===== src/rtl/segdisp_pkg.sv =====
package segdisp_pkg;

  typedef struct packed {
    logic inv;    // bit 3
    logic raw;    // bit 2
    logic ascii;  // bit 1
    logic en;     // bit 0
  } seg_ctrl_t;

  typedef enum logic [1:0] {
    ENC_HEX   = 2'd0,
    ENC_CHAR  = 2'd1,
    ENC_RAW   = 2'd2
  } seg_mode_e;

  function automatic logic [7:0] hex_glyph(input logic [3:0] nib);
    logic [7:0] g;
    case (nib)
      4'h0: g = 8'h3F;
      4'h1: g = 8'h06;
      4'h2: g = 8'h5B;
      4'h3: g = 8'h4F;
      4'h4: g = 8'h66;
      4'h5: g = 8'h6D;
      4'h6: g = 8'h7D;
      4'h7: g = 8'h07;
      4'h8: g = 8'h7F;
      4'h9: g = 8'h6F;
      4'hA: g = 8'h77;
      4'hB: g = 8'h7C;
      4'hC: g = 8'h39;
      4'hD: g = 8'h5E;
      4'hE: g = 8'h79;
      default: g = 8'h71;
    endcase
    return g;
  endfunction

  function automatic logic [7:0] letter_glyph(input logic [4:0] idx);
    logic [7:0] g;
    case (idx)
      5'd0:  g = 8'h77;
      5'd1:  g = 8'h7C;
      5'd2:  g = 8'h39;
      5'd3:  g = 8'h5E;
      5'd4:  g = 8'h79;
      5'd5:  g = 8'h71;
      5'd6:  g = 8'h3D;
      5'd7:  g = 8'h76;
      5'd8:  g = 8'h30;
      5'd9:  g = 8'h1E;
      5'd10: g = 8'h75;
      5'd11: g = 8'h38;
      5'd12: g = 8'h15;
      5'd13: g = 8'h54;
      5'd14: g = 8'h5C;
      5'd15: g = 8'h73;
      5'd16: g = 8'h67;
      5'd17: g = 8'h50;
      5'd18: g = 8'h2D;
      5'd19: g = 8'h78;
      5'd20: g = 8'h3E;
      5'd21: g = 8'h1C;
      5'd22: g = 8'h2A;
      5'd23: g = 8'h64;
      5'd24: g = 8'h6E;
      default: g = 8'h1B;
    endcase
    return g;
  endfunction

  function automatic logic [7:0] char_glyph(input logic [7:0] ch);
    logic [7:0] up;
    logic [7:0] g;
    up = ch & 8'hDF;
    if (ch >= 8'h30 && ch <= 8'h39)      g = hex_glyph(ch[3:0]);
    else if (up >= 8'h41 && up <= 8'h5A) g = letter_glyph(5'(up - 8'h41));
    else if (ch == 8'h2D)                g = 8'h40;
    else if (ch == 8'h5F)                g = 8'h08;
    else                                 g = 8'h00;
    return g;
  endfunction

endpackage


===== src/rtl/seg_regs.sv =====
module seg_regs
  import segdisp_pkg::*;
#(
  parameter int ADDR_W = 32,
  parameter int DATA_W = 32,
  parameter int PORT_W = 8,
  parameter logic [ADDR_W-1:0] BASE = 32'h1000_0000
) (
  input  logic              clk,
  input  logic              rst_n,
  input  logic [ADDR_W-1:0] addr,
  input  logic [DATA_W-1:0] wdata,
  input  logic              we,
  output logic [DATA_W-1:0] rdata,
  output logic [PORT_W-1:0] gpio_q,
  output logic [PORT_W-1:0] data_q,
  output seg_ctrl_t         ctrl_q
);
  localparam int CTRL_W = $bits(seg_ctrl_t);
  localparam logic [ADDR_W-1:0] A_GPIO = BASE;
  localparam logic [ADDR_W-1:0] A_DATA = BASE + ADDR_W'(4);
  localparam logic [ADDR_W-1:0] A_CTRL = BASE + ADDR_W'(8);

  logic hit_gpio, hit_data, hit_ctrl;
  logic wr_gpio, wr_data, wr_ctrl;
  logic unused_wdata_hi;

  assign hit_gpio = (addr == A_GPIO);
  assign hit_data = (addr == A_DATA);
  assign hit_ctrl = (addr == A_CTRL);
  assign wr_gpio  = we && hit_gpio;
  assign wr_data  = we && hit_data;
  assign wr_ctrl  = we && hit_ctrl;
  assign unused_wdata_hi = ^wdata[DATA_W-1:PORT_W];

  always_ff @(posedge clk) begin
    if (!rst_n) begin
      gpio_q <= '0;
      data_q <= '0;
      ctrl_q <= '0;
    end else begin
      if (wr_gpio) gpio_q <= wdata[PORT_W-1:0];
      if (wr_data) data_q <= wdata[PORT_W-1:0];
      if (wr_ctrl) ctrl_q <= seg_ctrl_t'(wdata[CTRL_W-1:0]);
    end
  end

  always_comb begin
    rdata = '0;
    if (hit_gpio)      rdata[PORT_W-1:0] = gpio_q;
    else if (hit_data) rdata[PORT_W-1:0] = data_q;
    else if (hit_ctrl) rdata[CTRL_W-1:0] = ctrl_q;
  end

  // registers change only on a matching write
  a_r2_gpio_hold: assert property (@(posedge clk) disable iff (!rst_n)
    !wr_gpio |=> $stable(gpio_q));
  a_r2_ctrl_hold: assert property (@(posedge clk) disable iff (!rst_n)
    !wr_ctrl |=> $stable(ctrl_q));
  a_r2_data_store: assert property (@(posedge clk) disable iff (!rst_n)
    wr_data |=> data_q == $past(wdata[PORT_W-1:0]));
  a_r2_onehot_hit: assert property (@(posedge clk) disable iff (!rst_n)
    $onehot0({hit_gpio, hit_data, hit_ctrl}));

endmodule


===== src/rtl/seg_encoder.sv =====
module seg_encoder
  import segdisp_pkg::*;
#(
  parameter int PORT_W = 8
) (
  input  seg_ctrl_t         ctrl,
  input  logic [PORT_W-1:0] data,
  output seg_mode_e         mode,
  output logic [PORT_W-1:0] seg
);
  // raw checked before character mode
  always_comb begin
    if (ctrl.raw)        mode = ENC_RAW;
    else if (ctrl.ascii) mode = ENC_CHAR;
    else                 mode = ENC_HEX;
  end

  always_comb begin
    case (mode)
      ENC_RAW:  seg = data;
      ENC_CHAR: seg = char_glyph(data);
      default:  seg = hex_glyph(data[3:0]);
    endcase
  end

  // decoded glyphs never light the decimal point
  always_comb begin
    if (mode != ENC_RAW) a_r4_dp_off: assert (seg[PORT_W-1] == 1'b0);
  end

endmodule


===== src/rtl/seg_portmux.sv =====
module seg_portmux
  import segdisp_pkg::*;
#(
  parameter int PORT_W = 8
) (
  input  seg_ctrl_t         ctrl,
  input  logic [PORT_W-1:0] gpio,
  input  logic [PORT_W-1:0] seg,
  output logic [PORT_W-1:0] port
);
  logic [PORT_W-1:0] seg_pol;

  // per-bit polarity stage
  for (genvar i = 0; i < PORT_W; i++) begin : g_pol
    assign seg_pol[i] = seg[i] ^ ctrl.inv;
  end

  assign port = ctrl.en ? seg_pol : gpio;

endmodule


===== src/rtl/segdisp_periph.sv =====
module segdisp_periph
  import segdisp_pkg::*;
#(
  parameter int ADDR_W = 32,
  parameter int DATA_W = 32,
  parameter int PORT_W = 8,
  parameter logic [ADDR_W-1:0] BASE = 32'h1000_0000
) (
  input  logic              clk,
  input  logic              rst_n,
  input  logic [ADDR_W-1:0] bus_addr,
  input  logic [DATA_W-1:0] bus_wdata,
  input  logic              bus_we,
  output logic [DATA_W-1:0] bus_rdata,
  output logic [PORT_W-1:0] port_out
);
  logic [PORT_W-1:0] gpio_q, data_q, enc_seg;
  seg_ctrl_t         ctrl_q;
  seg_mode_e         enc_mode;

  seg_regs #(.ADDR_W(ADDR_W), .DATA_W(DATA_W), .PORT_W(PORT_W), .BASE(BASE)) u_regs (
    .clk(clk), .rst_n(rst_n), .addr(bus_addr), .wdata(bus_wdata), .we(bus_we),
    .rdata(bus_rdata), .gpio_q(gpio_q), .data_q(data_q), .ctrl_q(ctrl_q)
  );

  seg_encoder #(.PORT_W(PORT_W)) u_enc (
    .ctrl(ctrl_q), .data(data_q), .mode(enc_mode), .seg(enc_seg)
  );

  seg_portmux #(.PORT_W(PORT_W)) u_mux (
    .ctrl(ctrl_q), .gpio(gpio_q), .seg(enc_seg), .port(port_out)
  );

  // display off hands the port to the GPIO register untouched
  a_r3_gpio_owns: assert property (@(posedge clk) disable iff (!rst_n)
    !ctrl_q.en |-> port_out == gpio_q);
  // raw wins and passes the byte straight through
  a_r7_raw_pass: assert property (@(posedge clk) disable iff (!rst_n)
    (ctrl_q.en && ctrl_q.raw && !ctrl_q.inv) |-> port_out == data_q);
  a_r8_raw_mode: assert property (@(posedge clk) disable iff (!rst_n)
    ctrl_q.raw |-> enc_mode == ENC_RAW);
  // inversion is the complement of the encoder pattern
  a_r9_invert: assert property (@(posedge clk) disable iff (!rst_n)
    (ctrl_q.en && ctrl_q.inv) |-> port_out == ~enc_seg);
  // port only moves after a write
  a_r10_quiet: assert property (@(posedge clk) disable iff (!rst_n)
    !bus_we |=> $stable(port_out));

endmodule


===== config.mk =====
export PLATFORM = sky130hd
export DESIGN_NAME = segdisp_periph
export DESIGN_NICKNAME = d
export VERILOG_FILES = /design/src/rtl/segdisp_pkg.sv /design/src/rtl/seg_regs.sv /design/src/rtl/seg_encoder.sv /design/src/rtl/seg_portmux.sv /design/src/rtl/segdisp_periph.sv
export SDC_FILE = /design/constraint.sdc
export NUM_CORES = 1
export LEC_CHECK = 0
export ABC_CLOCK_PERIOD_IN_PS = 2900
export BUFFER_PORTS_ARGS = -buffer_cell sky130_fd_sc_hd__buf_4
export CAP_MARGIN = 10
export CORE_MARGIN = 1.5
export CORE_UTILIZATION = 30
export CTS_BUF_LIST = sky130_fd_sc_hd__clkbuf_8 sky130_fd_sc_hd__clkbuf_16
export DETAILED_ROUTE_END_ITERATION = 7
export GPL_TIMING_DRIVEN = 0
export SLEW_MARGIN = 15
export SYNTH_ARGS = -nofsm -noshare
export SYNTH_HDL_FRONTEND = slang
export SYNTH_SLANG_ARGS = --single-unit
export TNS_END_PERCENT = 10

===== constraint.sdc =====
create_clock -name clk -period 2.9 [get_ports clk]
set_input_delay 0.435 -clock clk [delete_from_list [all_inputs] [get_ports clk]]
set_output_delay 0.435 -clock clk [all_outputs]
set_load 0.1 [all_outputs]

==> impl_metrics.yaml, run 1 <==
sta:
  hold_viol: 0
  setup_viol: 7
  fmax_mhz: 295
  finClkSkew_ps: 1.33
  holdWs_ps: 416
  tightest_slew_ps: 858
  fin_crit_ps: 3390
  timing.final.crit_share_pct: 117
  rsz0062_at_grt: "true"
  slew_headroom_pct: 42.8
  setup_tns_ps: -2750
  slew_viol_final: 0
  setup_slack_ps: -494
power:
  power.density_nw_per_um2: 207
  p_leak_nw: 1.62
  irDropWorstVdd_v: 0.000122
  power.total_mw: 0.835
cts:
  cts_max_path_buffers: 2
  htree_levels: 1
  clk_pin_slew_ps: 100
  cts.sinks: 27
  cts_root_buf: "clkbuf_8"
  cts_buffers: 3
  ctsHoldBuffers: 0
  clk_latency_ps: 280
  cts_tree: "done"
logic_synthesis:
  synthFlopType: "dfxtp_1"
  synth_most_common_cell: "nor2_1"
  synth.area.top_cells: "dfxtp_1 (18%), mux2i_1 (7.8%), buf_4 (6.9%)"
  postSynthCellCount: 381
  yosysSeqAreaShare_pct: 18.4
  yosysUniqueCellTypes: 68
  synth.largest_area_cell: "dfxtp_1"
  synth_async_sr_flop_share_pct: 0
  synth_area_sq_um: 2930
  yosys_warnings: 0
  synth_edf_count: 0
  netlist.area_leader.share_pct: 18.4
  avgSynthCellArea_sq_um: 7.70
  synth_commonest_cells: "nor2_1 (35), a21oi_1 (30), buf_4 (27), dfxtp_1 (27), nand2_1 (26)"
  synth_seq_cells: 27
placed_design:
  place_ws_ps: -743
  port-buffer-count: 57
  hpwl_microns: 6970
  gp_congestion: 0.869
  place_area_sq_um: 3730
worst_setup_path:
  critPathMaxFanout: 6
  cp_num_buf_inv: 5
  crit_slowest_cell: "dfxtp_4"
  crit_chain: "buf_12 -> clkinvlp_4 -> ha_4 -> ha_4 -> buf_8 -> inv_4 -> a2bb2oi_1 -> o311ai_1 -> a21oi_1 -> o41ai_2 -> xor2_1 -> a21oi_4 -> buf_12"
  critPathKind: "register to primary output"
  cp-start-kind: "register"
  cp_slowest_stage_delay_ps: 380
  crit_arrival_ps: 2960
  end_kind: "primary output"
  cp_top_family: "compound AO/OA/AOI/OAI gates"
  worstPathRequired_ps: 2470
floorplanning:
  fp.dieH_microns: 102
  start_util_pct: 31.3
  die-width_microns: 102
  die_area_sq_um: 10400
  num_io_pins: 107
  std_cell_rows: 35
  core_area_sq_um: 9370
cells_and_area:
  regArea_sq_um: 548
  design_area_sq_um: 4040
  multi_input_area_sq_um: 2260
  fillers: 999
  nets: 564
  diodes: 0
  syn2layout_area_growth_pct: 37.7
  layout-drive-gt1-share_pct: 32.0
drt:
  finalWirelength_microns: 9460
  wl_per_cell_microns: 15.5
  final_antenna_net_count: 0
  drc: 0
  vias_per_cell: 5.18
  drt_iter0_drc: 190
  vias: 3157
  drt-pass1-iter-count: 5
outcome:
  status: "finished with violations"
  violations: "setup timing"
global_route:
  globalRouteOverflowTotal: 0
  antenna_found_initial: 0
  grt_pass1_wl_microns: 14700
  grt_max_degree: 18
  grt_pass1_vias: 2870
  grtUsageTotal_pct: 17.9
run:
  max-cap-violations: 0
min_path:
  hold_path_class: "primary input to register"
-- routing by layer --
layer / GRT usage [%] / wire length (microns)
met1: 24.4 / 4200
met4: 3.69 / 125
met3: 1.92 / 680
met5: 0 / 0
met2: 30.7 / 4450
-- cells by family (layout without fill, tap and decap cells) --
kind of cell    after synthesis  after routing  synth area share [%]
fa+ha+maj                    15             15                  6.40
xor+xnor                      9              9                  2.69
compound gates               99             99                  24.3
buf+inv                      64            141                  12.0
other cells                   1             24                 0.128
simple gates                138            138                  25.8
mux                          28             28                  10.3
flops                        27             27                  18.4
-- tightest hold or removal path: stages --
cell	delay, ps
buf_4	120
nand2_1	40
a21boi_0	60
-- repair_timing --
action                                  CTS  global route
endpoints found under the setup margin   14            11
resized for setup                        31             3
buffers inserted                         16             0
pin swaps                                11             1
-- power by group --
part	internal [mW]	total (mW)	leakage (nW)	switching (mW)
combinational	0.0680	0.233	1.38	0.165
clock	0.101	0.233	0.0261	0.132
sequential	0.369	0.369	0.219	0.0000000000759
-- metrics by stage --
stage          utilization, %  std cells
6_report                 43.1        610
5_1_grt                  43.1        610
4_1_cts                  42.9        610
3_5_place_dp             39.9        590
3_3_place_gp             39.9        590
2_1_floorplan               -        404
-- final timing paths --
kind	startpoint	to	slack [ps]	cells after the start
setup / recovery	u_regs.data_q[1]	port_out[3]	-490	13
hold reg to reg	u_regs.data_q[6]	u_regs.data_q[6]	550	2
setup reg to reg	u_regs.data_q[0]	register	280	10
hold / removal	bus_wdata[5]	u_regs.data_q[5]	420	3
-- area by class of cell --
| cell class | count | share of cell area (%) |
|---|---|---|
| Sequential cell | 27 | 13.6 |
| Clock buffer | 3 | 1.02 |
| Timing Repair Buffer | 73 | 15.3 |
| Tap cell | 129 | 4.00 |
| Buffer | 49 | 8.27 |
| Clock inverter | 1 | 0.217 |
| Multi-Input combinational cell | 313 | 56.0 |
| Inverter | 15 | 1.64 |
-- cell usage in the layout, fill, tap and decap left out, types with 9 or more instances in the layout --
cell type  instances
buf_4             94
nor2_1            35
nand2_1           26
dfxtp_1           25
a21oi_1           24
conb_1            24
mux2i_1           23
nor2b_1           17
o21ai_0           13
inv_1             12
ha_1              12
clkbuf_1          10
nor3_1             9
(Power assumes the default switching activity.)
==> run 2, diff against run 1 <==
- ABC_CLOCK_PERIOD_IN_PS: 2900 -> 3590
- clock period: 2.9 -> 3.59 ns (I/O delays scaled with it)
==> run 2 against run 1 <==
The run now ends clean. Via count hardly changed. Power shrank 20%. Clock power fell by 22%. Register-to-register slack improved by 600 ps. Critical path type unchanged. Critical endpoint unchanged. Largest cell class unchanged.
==> impl_metrics.yaml, run 2 (synthesis gave the netlist of run 1 again) <==
min_path:
  hold_path_depth: 3
  hold_start: "bus_wdata[5]"
  hold_path_class: "primary input to register"
  holdPathEnd: "u_regs.data_q[5]"
sta:
  setup_tns_ps: 0
  holdWs_ps: 521
  rsz0062_at_grt: "true"
  fin_crit_ps: 3560
  slew_headroom_pct: 55.3
  timing.final.crit_share_pct: 99.1
  finClkSkew_ps: 1.17
  setup_viol: 0
  hold_viol: 0
  tightest_slew_ps: 670
  fmax_mhz: 281
  slew_viol_final: 0
drt:
  wl_per_cell_microns: 15.3
  drc: 0
  finalWirelength_microns: 9210
  vias: 3155
  final_antenna_net_count: 0
  drt-pass1-iter-count: 5
  drt_iter0_drc: 254
  vias_per_cell: 5.25
cells_and_area:
  fillers: 982
  design_area_sq_um: 3890
  final_cell_mix: "buf_4 (88), nor2_1 (35), nand2_1 (26)"
  diodes: 0
  nets: 555
  final_common_cell: "buf_4"
  layout-drive-gt1-share_pct: 29.7
  syn2layout_area_growth_pct: 32.6
placed_design:
  gp_congestion: 0.886
  hpwl_microns: 7030
  port-buffer-count: 57
  place_area_sq_um: 3650
global_route:
  grt_pass1_wl_microns: 14500
  grt_pass1_vias: 2987
  grt_max_degree: 17
  grtUsageTotal_pct: 17.6
  antenna_found_initial: 0
  globalRouteOverflowTotal: 0
worst_setup_path:
  crit_slowest_cell: "dfxtp_4"
  ff2ff_path_depth: 9
  cp_slowest_stage_delay_ps: 370
  r2r-start: "u_regs.data_q[0]"
  critPathKind: "register to primary output"
  crit_chain: "buf_8 -> clkinvlp_4 -> ha_4 -> ha_4 -> buf_8 -> inv_2 -> a2bb2oi_1 -> o311ai_1 -> a21oi_1 -> o41ai_2 -> xor2_1 -> a21oi_4 -> buf_12"
  critPathMaxFanout: 10
  end_kind: "primary output"
  cp-start-kind: "register"
  worstPathRequired_ps: 3050
  crit_arrival_ps: 3020
  r2r_setup_slack_ps: 880
outcome:
  status: "completed"
floorplanning:
  fp.dieH_microns: 102
  start_util_pct: 31.3
  num_io_pins: 107
  die-width_microns: 102
  die_area_sq_um: 10400
  core_area_sq_um: 9370
  std_cell_rows: 35
cts:
  ctsHoldBuffers: 0
  cts_root_buf: "clkbuf_8"
  clk_latency_ps: 270
  cts.sinks: 27
  cts_buffers: 3
  cts_max_path_buffers: 2
  clk_pin_slew_ps: 100
  htree_levels: 1
  cts_tree: "done"
power:
  power.density_nw_per_um2: 171
  irDropWorstVdd_v: 0.000117
  p_leak_nw: 1.56
run:
  max-cap-violations: 0
==> run 2: cell count changes in the layout (fill, tap and decap cells not counted), sizes merged <==
cell      before  now
inv           14   13
buf          111  102
clkinvlp       2    3
==> run 2: routing by layer <==
| layer | up-vias | part of all wire [%] | GRT usage, % |
|---|---|---|---|
| met5 | - | 0 | 0 |
| met4 | 0 | 1.5 | 4.85 |
| met3 | 16 | 9.0 | 2.94 |
| met2 | 163 | 46 | 30.1 |
| met1 | 1470 | 44 | 23.0 |
| li1 | 1506 | - | - |
==> run 2: layout make-up <==
type / instances / area [sq um] / share of cell area [%]
buffer: 48 / 310 / 7.98
timing repair buffer: 65 / 519 / 13.3
multi-input combinational: 313 / 2240 / 57.5
tap: 129 / 161 / 4.15
clock buffer: 3 / 41.3 / 1.06
sequential: 27 / 548 / 14.1
inverter: 15 / 63.8 / 1.64
clock inverter: 1 / 7.51 / 0.193
==> run 2: worst max-delay path by stage <==
stage                             end              from  cells after the start  slack, ps
after floorplan           port_out[2]  u_regs.data_q[1]                     11       -180
after global placement    port_out[3]  u_regs.data_q[1]                     13       -740
after detailed placement  port_out[3]  u_regs.data_q[1]                     13       -670
after CTS                 port_out[3]  u_regs.data_q[1]                     13       -110
after global routing      port_out[3]  u_regs.data_q[0]                     13        -90
final                     port_out[3]  u_regs.data_q[0]                     13         30
==> run 2: through the flow <==
stage / utilization (%) / power [mW] / instances / setup WS (ps)
after floorplan: - / 0.451 / 404 / -180
after global placement: 38.9 / 0.493 / 590 / -737
after detailed placement: 38.9 / 0.494 / 590 / -674
after CTS: 40.6 / 0.666 / 598 / -112
after global routing: 41.5 / 0.690 / 601 / -93.1
final: 41.5 / 0.666 / 601 / 32.2
==> run 2: what timing repair did <==
action,4_1_cts,5_1_grt
pin swaps,1,6
resized for setup,22,12
endpoints found under the setup margin,7,6
buffers inserted,4,4
==> run 2: worst max-delay path, delay by kind of cell (launching register included) <==
| kind | cells | cell delay (ps) |
|---|---|---|
| AO/OA/AOI/OAI | 5 | 920 |
| buffers and inverters | 5 | 640 |
| adder cells (fa/ha/maj) | 2 | 500 |
| flip-flops | 1 | 370 |
| XOR/XNOR | 1 | 270 |
==> run 2: where the power goes <==
group | total [mW] | switching (mW) | leakage (nW) | internal, mW
registers | 0.298 | 0.0000000000636 | 0.219 | 0.298
logic | 0.188 | 0.134 | 1.32 | 0.0545
clock network | 0.181 | 0.102 | 0.0217 | 0.0789
